### src/rtl/dcd_pkg.sv
package dcd_pkg;

  typedef enum logic [1:0] {
    LINK_NONE = 2'b00,
    LINK_BCD  = 2'b01,
    LINK_BIQ  = 2'b10
  } link_mode_e;

  localparam int QUIN_MOD = 5;
  localparam int QUIN_W   = $clog2(QUIN_MOD);
  localparam int HALF_W   = QUIN_W + 1;

  // next state of the divide-by-5 section
  function automatic logic [QUIN_W-1:0] quin_next(input logic [QUIN_W-1:0] v);
    if (v == QUIN_W'(QUIN_MOD - 1)) return '0;
    return v + 1'b1;
  endfunction

endpackage

### src/rtl/dcd_reset_sync.sv
module dcd_reset_sync #(
  parameter int STAGES = 2
) (
  input  logic clk,
  input  logic mr,
  output logic rst
);
  logic [STAGES-1:0] pipe;

  always_ff @(posedge clk or posedge mr) begin
    if (mr) pipe <= '1;
    else    pipe <= {pipe[STAGES-2:0], 1'b0};
  end

  assign rst = pipe[STAGES-1];
endmodule

### src/rtl/dcd_fall_det.sv
module dcd_fall_det #(
  parameter int STAGES = 2
) (
  input  logic clk,
  input  logic rst,
  input  logic cp,
  output logic fall
);
  // sh[STAGES-1] is the synchronized sample, sh[STAGES] the one before it
  logic [STAGES:0] sh;

  always_ff @(posedge clk or posedge rst) begin
    if (rst) sh <= '0;
    else     sh <= {sh[STAGES-1:0], cp};
  end

  assign fall = sh[STAGES] & ~sh[STAGES-1];
endmodule

### src/rtl/dcd_half.sv
module dcd_half
  import dcd_pkg::*;
(
  input  logic              clk,
  input  logic              rst,
  input  logic [1:0]        mode,
  input  logic              ext0_fall,
  input  logic              ext1_fall,
  input  logic              carry_in,
  input  logic              use_carry,
  output logic [HALF_W-1:0] q,
  output logic              carry_out
);
  logic              q0;
  logic [QUIN_W-1:0] q5;
  logic              q0_fall_p;   // registered fall of bit 0
  logic              q3_fall_p;   // registered wrap of the quinary section
  logic              is_bcd, is_biq;
  logic              pri;         // external (or cascaded) input strobe
  logic              adv2, adv5;  // section advance strobes

  assign is_bcd = (mode == LINK_BCD);
  assign is_biq = (mode == LINK_BIQ);

  assign pri  = use_carry ? carry_in : (is_biq ? ext1_fall : ext0_fall);
  assign adv2 = is_biq ? q3_fall_p : pri;
  assign adv5 = is_bcd ? q0_fall_p : (is_biq ? pri : ext1_fall);

  always_ff @(posedge clk or posedge rst) begin
    if (rst) begin
      q0        <= 1'b0;
      q5        <= '0;
      q0_fall_p <= 1'b0;
      q3_fall_p <= 1'b0;
    end else begin
      q0        <= q0 ^ adv2;
      q5        <= adv5 ? quin_next(q5) : q5;
      q0_fall_p <= adv2 & q0;
      q3_fall_p <= adv5 & q5[QUIN_W-1];
    end
  end

  assign q         = {q5, q0};
  assign carry_out = is_bcd ? q3_fall_p : q0_fall_p;
endmodule

### src/rtl/dcd_dual_divider.sv
module dcd_dual_divider
  import dcd_pkg::*;
#(
  parameter int N_HALVES    = 2,
  parameter int SYNC_STAGES = 2
) (
  input  logic                       clk,
  input  logic [N_HALVES-1:0]        mr,
  input  logic [N_HALVES-1:0]        cp0,
  input  logic [N_HALVES-1:0]        cp1,
  input  logic [2*N_HALVES-1:0]      mode,
  input  logic                       cascade,
  output logic [HALF_W*N_HALVES-1:0] q
);
  logic [N_HALVES-1:0] rst;
  logic [N_HALVES-1:0] fall0, fall1;
  logic [N_HALVES-1:0] carry;

  for (genvar g = 0; g < N_HALVES; g++) begin : g_half
    logic cin;
    logic use_c;

    dcd_reset_sync #(.STAGES(SYNC_STAGES)) u_rst (
      .clk (clk), .mr (mr[g]), .rst (rst[g])
    );
    dcd_fall_det #(.STAGES(SYNC_STAGES)) u_det0 (
      .clk (clk), .rst (rst[g]), .cp (cp0[g]), .fall (fall0[g])
    );
    dcd_fall_det #(.STAGES(SYNC_STAGES)) u_det1 (
      .clk (clk), .rst (rst[g]), .cp (cp1[g]), .fall (fall1[g])
    );

    if (g == 0) begin : g_first
      assign cin   = 1'b0;
      assign use_c = 1'b0;
    end else begin : g_chain
      assign cin   = carry[g-1];
      assign use_c = cascade;
    end

    dcd_half u_half (
      .clk       (clk),
      .rst       (rst[g]),
      .mode      (mode[2*g +: 2]),
      .ext0_fall (fall0[g]),
      .ext1_fall (fall1[g]),
      .carry_in  (cin),
      .use_carry (use_c),
      .q         (q[HALF_W*g +: HALF_W]),
      .carry_out (carry[g])
    );
  end
endmodule

### config.mk
export PLATFORM = sky130hd
export DESIGN_NAME = dcd_dual_divider
export DESIGN_NICKNAME = d
export VERILOG_FILES = /design/src/rtl/dcd_pkg.sv /design/src/rtl/dcd_reset_sync.sv /design/src/rtl/dcd_fall_det.sv /design/src/rtl/dcd_half.sv /design/src/rtl/dcd_dual_divider.sv
export SDC_FILE = /design/constraint.sdc
export NUM_CORES = 1
export LEC_CHECK = 0
export ABC_AREA = 0
export BUFFER_PORTS_ARGS = -buffer_cell sky130_fd_sc_hd__buf_4
export CAP_MARGIN = 0
export CORE_MARGIN = 10
export CORE_UTILIZATION = 35
export CTS_CLUSTER_DIAMETER = 100
export DETAILED_ROUTE_END_ITERATION = 10
export MAX_ROUTING_LAYER = met4
export PLACE_DENSITY = 0.55
export SYNTH_ARGS = -nofsm -noshare
export SYNTH_HDL_FRONTEND = slang
export SYNTH_SLANG_ARGS = --single-unit
### constraint.sdc
create_clock -name clk -period 1.5 [get_ports clk]
set_input_delay 0.3 -clock clk [delete_from_list [all_inputs] [get_ports clk]]
set_output_delay 0.3 -clock clk [all_outputs]
set_load 0.005 [all_outputs]
=== Yosys cells after proc, flatten, opt, wreduce, memory -nomap -nowiden ===
Index checks and enable logic that the tools add are counted.

* Input port bits: 12
* Register bits after elaboration: 28

* Multiplexer cells: 16
* Eq/ne operators: 6
* Add/sub/neg operators: 2
* Bitwise gates (word level): 14

{| class="wikitable"
|+ Operators by type and width
! kind !! count
|-
| $mux W1 || 12
|-
| $mux W3 || 4
|-
| $and A1 B1 Y1 || 8
|-
| $add A3 B1 Y3 const B || 2
|-
| $eq A3 B3 Y1 const B || 2
|-
| $eq A2 B1 Y1 const B || 2
|-
| $eq A2 B2 Y1 const B || 2
|-
| $not A1 Y1 || 4
|-
| $xor A1 B1 Y1 || 2
|}

=== Logic depth before layout (Yosys ltp) ===
Gate-level depths: netlist of run 1.

* Depth in word-level cells: 7
* Mapped depth: 5

=== By module ===
A second synthesis of run 1 with hierarchy kept.

* Cells, all modules: 95
* Area, all modules: 1,209.9 um^2

{| class="wikitable"
|+ Modules (own cells, without submodules)
! module !! area each (um^2) !! seq. area each (um^2) !! cells an instance !! instances
|-
| dcd_half || 357.8 || 150.1 || 33 || 2
|-
| dcd_fall_det || 92.6 || 75.1 || 5 || 4
|-
| dcd_reset_sync || 60.1 || 52.6 || 4 || 2
|-
| dcd_dual_divider || 3.8 || 0.0 || 1 || 1
|}

=== Worst setup path before layout of run 1 ===
No wires, ideal clock.

* Path kind: reg-to-reg
* Start point: reg g_half[1].u_det1.sh[1]
* End point: reg g_half[1].u_half.q5[0]
* Path buffers: 0
* Required time: 1.375 ns
* Arrival: 1.301 ns
* Library setup time: 0.125 ns
* Stages on the path, launching flop included: 5
* Setup slack: 0.074 ns
* Cell sequence: dfrtp_1 > or3b_1 > a22oi_2 > o21ai_2 > mux2_4

* Cells in the longest elaborated chain, start to end: 6

{| class="wikitable"
|+ Ends and longest elaborated chain
! element !! RTL line !! text
|-
| from (decl) || dcd_fall_det.sv:10 || <nowiki>logic [STAGES:0] sh;</nowiki>
|-
| from (signal assigned) || dcd_fall_det.sv:14 || <nowiki>else sh <= {sh[STAGES-1:0], cp};</nowiki>
|-
| $not A1 Y1 (*) || dcd_fall_det.sv:17 || <nowiki>assign fall = sh[STAGES] & ~sh[STAGES-1];</nowiki>
|-
| $and A1 B1 Y1 (*) || dcd_fall_det.sv:17 ||
|-
| $mux W1 (2 in a row) || dcd_half.sv:25 || <nowiki>assign pri = use_carry ? carry_in : (is_biq ? ext1_fall : ext0_fall);</nowiki>
|-
| $mux W1 (*) (2 in a row) || dcd_half.sv:27 || <nowiki>assign adv5 = is_bcd ? q0_fall_p : (is_biq ? pri : ext1_fall);</nowiki>
|-
| to (signal assigned) || dcd_half.sv:37 || <nowiki>q5 <= adv5 ? quin_next(q5) : q5;</nowiki>
|-
| to (decl) || dcd_half.sv:15 || <nowiki>logic [QUIN_W-1:0] q5;</nowiki>
|}

Mark *: on every way between the ends. The rest lies on a longest branch, timed or not.
A chain may end at the register's enable or synchronous reset.

=== Worst setup path in the final report of run 1 ===
Ends and elaborated chain as after synthesis.

==> key figures, run 1 <==
Run status
  • Outcome: finished, violations left
  • Failing checks: setup timing

Critical path
  • Slowest CP cell: dfrtp_1
  • CP endpoint kind: register
  • CP Cell Sequence: or3b_1, a22oi_2, o21ai_2, mux2_4
  • Crit path largest cell delay: 0.41 ns
  • CP required: between 1.5 and 2 ns
  • Worst Path Arrival: between 1.5 and 2 ns
  • Worst setup SP type: register
  • R2R depth: 4
  • Worst setup path category: reg -> reg
  • Max FO, Critical Path: 3

Pwr
  • Sequential share of power: 0.526
  • Switching share of power: 0.286
  • P_leak: 0.000672 uW
  • Comb pwr share: 0.291
  • Switch Pwr: roughly 550 uW
  • Power Density: 1400 nW/um^2
  • Peak VDD IR: 758 uV
  • Internal: 1380 uW
  • Clock network fraction of total power: 0.182
  • Total power: 1940 uW

Global route
  • Antenna violations before repair: 0
  • GR Util All Layers: 0.0655
  • Grt total ovfl: 0
  • First-pass GRT wire length: 2820 microns
  • Pin count of the biggest net entering global routing: 16
  • Number of global-route vias before repair: 655

Routing
  • Final wirelength: ~1700 microns
  • Via count: approximately 660
  • Avg WL per Cell: 10.5 microns
  • DR iter-0 viols: 27
  • Iteration count of the initial detailed-routing pass: 2
  • Via density: 4.15
  • Routed Antenna Nets: 0
  • DRC: 0

Clock tree
  • CTS tree: built
  • Clock transition at the registers of the reported paths: approximately 0.14 ns
  • Total setup buffers inserted after CTS: 0
  • Clk root buf: clkbuf_4
  • CTS max path bufs: 2
  • Clk_lat worst skew: 0.32 ns
  • Total CTS buffers: 3
  • H-tree levels: 1
  • Sink Count: 28

Floorplan
  • Die Ht: 75.9 microns
  • Die span in x: 75.9 microns
  • I/O pin cnt: 20
  • Core area: 3030 sq um
  • Die footprint: 5760 sq um
  • Initial Util: 0.361
  • # rows: 20

Logic synthesis
  • Seq cells post-synth: 28
  • Syn avg cell area: 12.9 sq um
  • Synth warnings: 0
  • Mapped cell area: 1090 sq um
  • Gate count of the mapped netlist: 85
  • Library cells used by synthesis: 26
  • Post-synthesis sequential area ratio: 0.645

Hold path
  • Worst hold path cell count: 1
  • Worst min path class: in -> reg

Placed design
  • Dpl hpwl: 1350 microns
  • GP Congestion: ~0.76
  • Port bufs: 19

Timing
  • Final Critical Period: ~1.5 ns
  • RSZ-0062 raised after global routing: true
  • Hold Vio Cnt, Final: 0
  • Fin crit share: 1.00
  • Highest Clock Rate: 665 MHz
  • Post-route setup slack: -0.00455 ns
  • Layout Skew: about 0.0034 ns
  • Fin Hold WS: 0.0757 ns
  • Final setup viols: 1
  • Max-slew violations: 0

Job
  • Max Cap Violations: 0

Layout
  • FILL cells: 292
  • Fin nets: around 130
  • Area Overhead vs Synth: 26.5%
  • Layout cell share with drive strength beyond 1: 0.342
  • # diodes: 0
[kinds of logic (layout without fill, tap and decap cells)]
logic type | Yosys count | after routing | synth area share
muxes | 5 | 5 | 0.0515
and+or+nand+nor | 20 | 20 | 0.102
other | 1 | 2 | 0.00343
adders and majority gates | 6 | 6 | 0.0686
DFF | 28 | 28 | 0.645
AOI/OAI and AO/OA | 13 | 13 | 0.0812
buffers and inverters | 12 | 40 | 0.0481
[sequential cells by signal (all words and copies together) (netlist names)]
register and flops:
g_half.u_det0.sh 6, g_half.u_det1.sh 6, g_half.u_half.q0 2, g_half.u_half.q0_fall_p 2, g_half.u_half.q3_fall_p 2, g_half.u_half.q5 6
g_half.u_rst.pipe 4
[Yosys cell counts]
| cell type | number | area share |
|---|---|---|
| a211oi_1 | 1 | 0.0069 |
| a21o_1 | 1 | 0.0069 |
| a21oi_1 | 2 | 0.0092 |
| a22oi_2 | 1 | 0.011 |
| and2_2 | 1 | 0.0069 |
| and2b_2 | 1 | 0.0080 |
| buf_4 | 2 | 0.014 |
| conb_1 | 1 | 0.0034 |
| dfrtp_1 | 24 | 0.55 |
| dfstp_2 | 4 | 0.096 |
| ha_1 | 6 | 0.069 |
| inv_1 | 10 | 0.034 |
| mux2_2 | 1 | 0.010 |
| mux2_4 | 1 | 0.014 |
| mux2i_1 | 3 | 0.027 |
| nand2_1 | 6 | 0.021 |
| nand2b_1 | 3 | 0.017 |
| nand3b_1 | 1 | 0.0069 |
| nor2_1 | 3 | 0.010 |
| nor2b_1 | 3 | 0.017 |
| nor3b_1 | 1 | 0.0069 |
| o21ai_0 | 5 | 0.023 |
| o21ai_2 | 1 | 0.0080 |
| o221ai_1 | 1 | 0.0080 |
| o2bb2ai_1 | 1 | 0.0080 |
| or3b_1 | 1 | 0.0080 |
[power groups by stage]
stage / sequential, uW / combinational, uW / clock, uW
after floorplan: 1020 / 326 / 0
final: 1020 / 564 / 353
after global routing: 1040 / 655 / 399
after CTS: 1020 / 571 / 372
after global placement: 1030 / 543 / 0
after detailed placement: 1030 / 564 / 0
[metal layers]
metal,wire length [microns],GRT usage,up-vias
met4,10,0.0309,0
met2,792,0.0915,15
met5,0,-,-
met1,750,0.0839,306
met3,108,0.0208,2
li1,-,-,332
[stage by stage]
step                      cells   util  cell area [sq um]  setup WS [ns]  setup TNS, ns
after floorplan              86      -               1100         0.0740              0
after global placement      152  0.435               1320        -0.0354        -0.0795
after detailed placement    152  0.435               1320        -0.0612         -0.149
after CTS                   158  0.454               1370       -0.00793       -0.00793
after global routing        158  0.457               1380        -0.0754         -0.156
final                       158  0.457               1380       -0.00455       -0.00455
[final cells by class]
cell class | instances | area [sq um] | area share
inverters | 10 | 37.5 | 0.0271
multi-input cells | 46 | 345 | 0.250
flip-flops and latches | 28 | 706 | 0.510
clock buffers | 4 | 36.3 | 0.0262
repair buffers | 26 | 204 | 0.147
well taps | 44 | 55.1 | 0.0398
[cell usage in the layout, fill, tap and decap left out, drive strengths merged]
cell         synthesis  routed
a211oi               1       1
a21o                 1       1
a21oi                2       2
a22oi                1       1
and2                 1       1
and2b                1       1
buf                  2      24
clkbuf               0       4
conb                 1       2
dfrtp               24      24
dfstp                4       4
dlygate4sd3          0       2
ha                   6       6
inv                 10      10
mux2                 2       2
mux2i                3       3
nand2                6       6
nand2b               3       3
nand3b               1       1
nor2                 3       3
nor2b                3       3
nor3b                1       1
o21ai                6       6
o221ai               1       1
o2bb2ai              1       1
or3b                 1       1
[critical path: cells and delay by family (launching register included)]
kind             cells  cell delay [ns]
flip-flops           1             0.41
multiplexers         1             0.30
AO/OA/AOI/OAI        2             0.33
AND/OR/NAND/NOR      1             0.36
[timing repair]
item	4_1_cts	5_1_grt
setup endpoints to repair	1	3
gates resized for setup	0	2
hold buffers	2	0
endpoints found under the hold margin	4	0
[path summary, 6_finish.rpt]
kind	endpoint	startpoint	slack, ns
hold reg to reg	g_half[0].u_det0.sh[0]	g_half[0].u_rst.pipe[1]	0.25
hold / removal	g_half[0].u_det0.sh[0]	cp0[0]	0.08
setup / recovery	g_half[1].u_half.q5[0]	g_half[1].u_det1.sh[1]	-0.005
min in group asynchronous	g_half[0].u_det0.sh[0]	g_half[0].u_rst.pipe[1]	0.25
setup reg to reg	g_half[1].u_half.q5[0]	g_half[1].u_det1.sh[1]	-0.005
max in group asynchronous	g_half[1].u_half.q3_fall_p	g_half[1].u_rst.pipe[1]	0.91
Power figures use the tool's default switching activity.
==> run 2: changes to the inputs <==
- PLACE_DENSITY: 0.55 -> 0.62
==> run 2 against run 1 <==
Against the previous run: sequential power hardly changed; hold slack hardly changed; the run now ends clean; total power down 1.6%; register-to-register slack gained 0.02 ns; first-iteration DRC count decreased by 3.7%; global-route usage increased by 0.16 points; largest cell class unchanged; via count grew 0.61%; sequential share of layout area up 0.94 points; non-clock buffer count is 2 lower; sequential cell count unchanged; clock skew shrank 0.0017 ns.
==> key figures, run 2 (synthesis results as in run 1) <==
Run status
  • Outcome: complete, no violations

Critical path
  • Crit path buf inv count: 0 (unchanged)
  • CP endpoint kind: register
  • Max FO, Critical Path: 3 (unchanged)
  • Crit path largest cell delay: 0.41 ns (about the same)
  • CP delay by family, top: flip-flops
  • Slowest CP cell: dfrtp_1
  • Worst setup SP type: register
  • RR Startpoint: g_half[1].u_det1.sh[1]
  • R2R setup slack: 0.02 ns (+0.02 ns)
  • R2R depth: 4 (unchanged)
  • Worst Path Arrival: 1.71 ns (about the same)
  • CP Cell Sequence: or3b_1, a22oi_2, o21ai_2, mux2_4
  • Worst setup path category: reg -> reg
  • Reg2reg end: g_half[1].u_half.q5[0]
  • CP required: 1.72 ns (about the same)

Hold path
  • Worst hold path cell count: 1 (unchanged)
  • Hold EP: g_half[0].u_det0.sh[0]
  • Hold Startpoint: cp0[0]
  • Worst min path class: in -> reg

Floorplan
  • Core area: 3030 sq um (unchanged)
  • Die footprint: 5760 sq um (unchanged)
  • I/O pin cnt: 20 (unchanged)
  • Die span in x: 75.9 microns (unchanged)
  • # rows: 20 (unchanged)
  • Initial Util: 0.361 (unchanged)
  • Die Ht: 75.9 microns (unchanged)

Clock tree
  • PostCTS Resize Cnt: 0 (unchanged)
  • Clock transition at the registers of the reported paths: 0.13 ns (about the same)
  • Total CTS buffers: 3 (unchanged)
  • H-tree levels: 1 (unchanged)
  • CTS tree: built
  • CTS max path bufs: 2 (unchanged)
  • Clk_lat worst skew: 0.32 ns (about the same)
  • Clk root buf: clkbuf_4
  • Sink Count: 28 (unchanged)

Timing
  • Highest Clock Rate: 674 MHz (+1.4%)
  • Hold Vio Cnt, Final: 0 (unchanged)
  • RSZ-0062 raised after global routing: true
  • Fin crit share: 0.990 (-0.0135)
  • Layout Skew: 0.00164 ns (-0.00174 ns)
  • Final Critical Period: 1.48 ns (-0.0202 ns)
  • Final setup viols: 0 (-1)
  • Max-slew violations: 0 (unchanged)
  • Post-Route Setup TNS: 0 ns (+0.00455 ns)

Routing
  • Via count: 659 (+0.61%)
  • Iteration count of the initial detailed-routing pass: 4 (+2)
  • DRC: 0 (unchanged)
  • DR iter-0 viols: 26 (-3.7%)
  • Avg WL per Cell: 10.5 microns (+0.25%)
  • Routed Antenna Nets: 0 (unchanged)
  • Via density: 4.22 (+1.9%)
  • Final wirelength: 1640 microns (-1.0%)

Layout
  • Layout Cells excl Fill: 156 (-1.3%)
  • # diodes: 0 (unchanged)
  • Most common cell after layout, fill and taps aside: dfrtp_1
  • Fin nets: 131 (-1.5%)
  • Layout cell share with drive strength beyond 1: 0.321 (-0.0207)
  • Area Overhead vs Synth: 24.3%
  • Commonest non-fill, non-tap cells in the layout: dfrtp_1, buf_4, inv_1
  • Biggest regs: g_half.u_det0.sh (6), g_half.u_det1.sh (6), g_half.u_half.q5 (6)

Global route
  • First-pass GRT wire length: 2860 microns (+1.2%)
  • Top Usage Layer GRT: met2
  • Pin count of the biggest net entering global routing: 16 (unchanged)
  • GR Util All Layers: 0.0671 (+0.00161)
  • Met2 Track Usage GR: 0.0953 (+0.00377)
  • Grt total ovfl: 0 (unchanged)
  • Antenna violations before repair: 0 (unchanged)
  • Met3 usage: 0.0326 (+0.0117)
  • GRT met1 Usage: 0.0782 (-0.00562)
  • Number of global-route vias before repair: 650 (-0.76%)

Placed design
  • Placed cells: 150 (-1.3%)
  • GP Congestion: 0.679 (-10%)
  • Dpl hpwl: 1310 microns (-3.0%)
  • Port bufs: 19 (unchanged)

Pwr
  • Peak VDD IR: 702 uV (-7.4%)
  • Power Density: 1400 nW/um^2 (+0.19%)
  • P_leak: 0.000660 uW (-1.9%)

Job
  • Max Cap Violations: 0 (unchanged)
[run 2: cell types whose count changed in the layout (fill, tap and decap cells not counted), sizes merged]
cell and delta:
buf -2
[run 2: worst reg2reg max path, cell delays in order (launching register included)]
cell and delay (ns):
dfrtp_1 0.41, or3b_1 0.36, a22oi_2 0.21, o21ai_2 0.10
mux2_4 0.30
[run 2: stage by stage]
| stage | hold WS (ns) | util | area [sq um] | total power [uW] | setup slack, ns |
|---|---|---|---|---|---|
| 3_5_place_dp | 0.262 | 0.430 | 1300 | 1590 | -0.0911 |
| 4_1_cts | 0.0562 | 0.449 | 1360 | 1950 | 0.0148 |
| 3_3_place_gp | 0.251 | 0.430 | 1300 | 1560 | -0.0684 |
| 5_1_grt | 0.0357 | 0.449 | 1360 | 2060 | -0.0385 |
| 6_report | 0.0761 | 0.449 | 1360 | 1900 | 0.0156 |
| 2_1_floorplan | 0.209 | - | 1100 | 1350 | 0.0740 |
[run 2: cell type report]
type / count / area (sq um)
clock buffers: 4 / 36.3
fillers: 289 / 1670
inverters: 10 / 37.5
multi-input cells: 46 / 339
flip-flops and latches: 28 / 706
well taps: 44 / 55.1
repair buffers: 24 / 185
[run 2: what timing repair did]
action,in CTS,in global routing
setup buffers,0,0
endpoints found under the setup margin,0,3
hold buffers,2,0
hold endpoints to repair,4,0
[run 2: per-layer routing]
metal / vias up / share of wire
met1: 313 / 0.46
met3: 4 / 0.075
met5: - / 0
met2: 14 / 0.45
met4: 0 / 0.019
li1: 328 / -
[run 2: power breakdown]
group | switching [uW] | internal (uW) | total (uW)
Combinational | 222 | 318 | 540
Sequential | 114 | 902 | 1020
Clock | 200 | 148 | 349
Total | 536 | 1370 | 1900
[run 2: how the worst max path moves through the flow]
stage          depth (start not counted)              startpoint                     end  slack (ns)
2_1_floorplan                          4  g_half[1].u_det1.sh[1]  g_half[1].u_half.q5[0]        0.07
3_3_place_gp                           6                 mode[1]     g_half[1].u_half.q0       -0.07
3_5_place_dp                           6                 mode[1]     g_half[1].u_half.q0       -0.09
4_1_cts                                4  g_half[1].u_det1.sh[1]  g_half[1].u_half.q5[0]        0.01
5_1_grt                                4  g_half[1].u_det1.sh[1]  g_half[1].u_half.q5[0]       -0.04
6_report                               4  g_half[1].u_det1.sh[1]  g_half[1].u_half.q5[0]        0.02
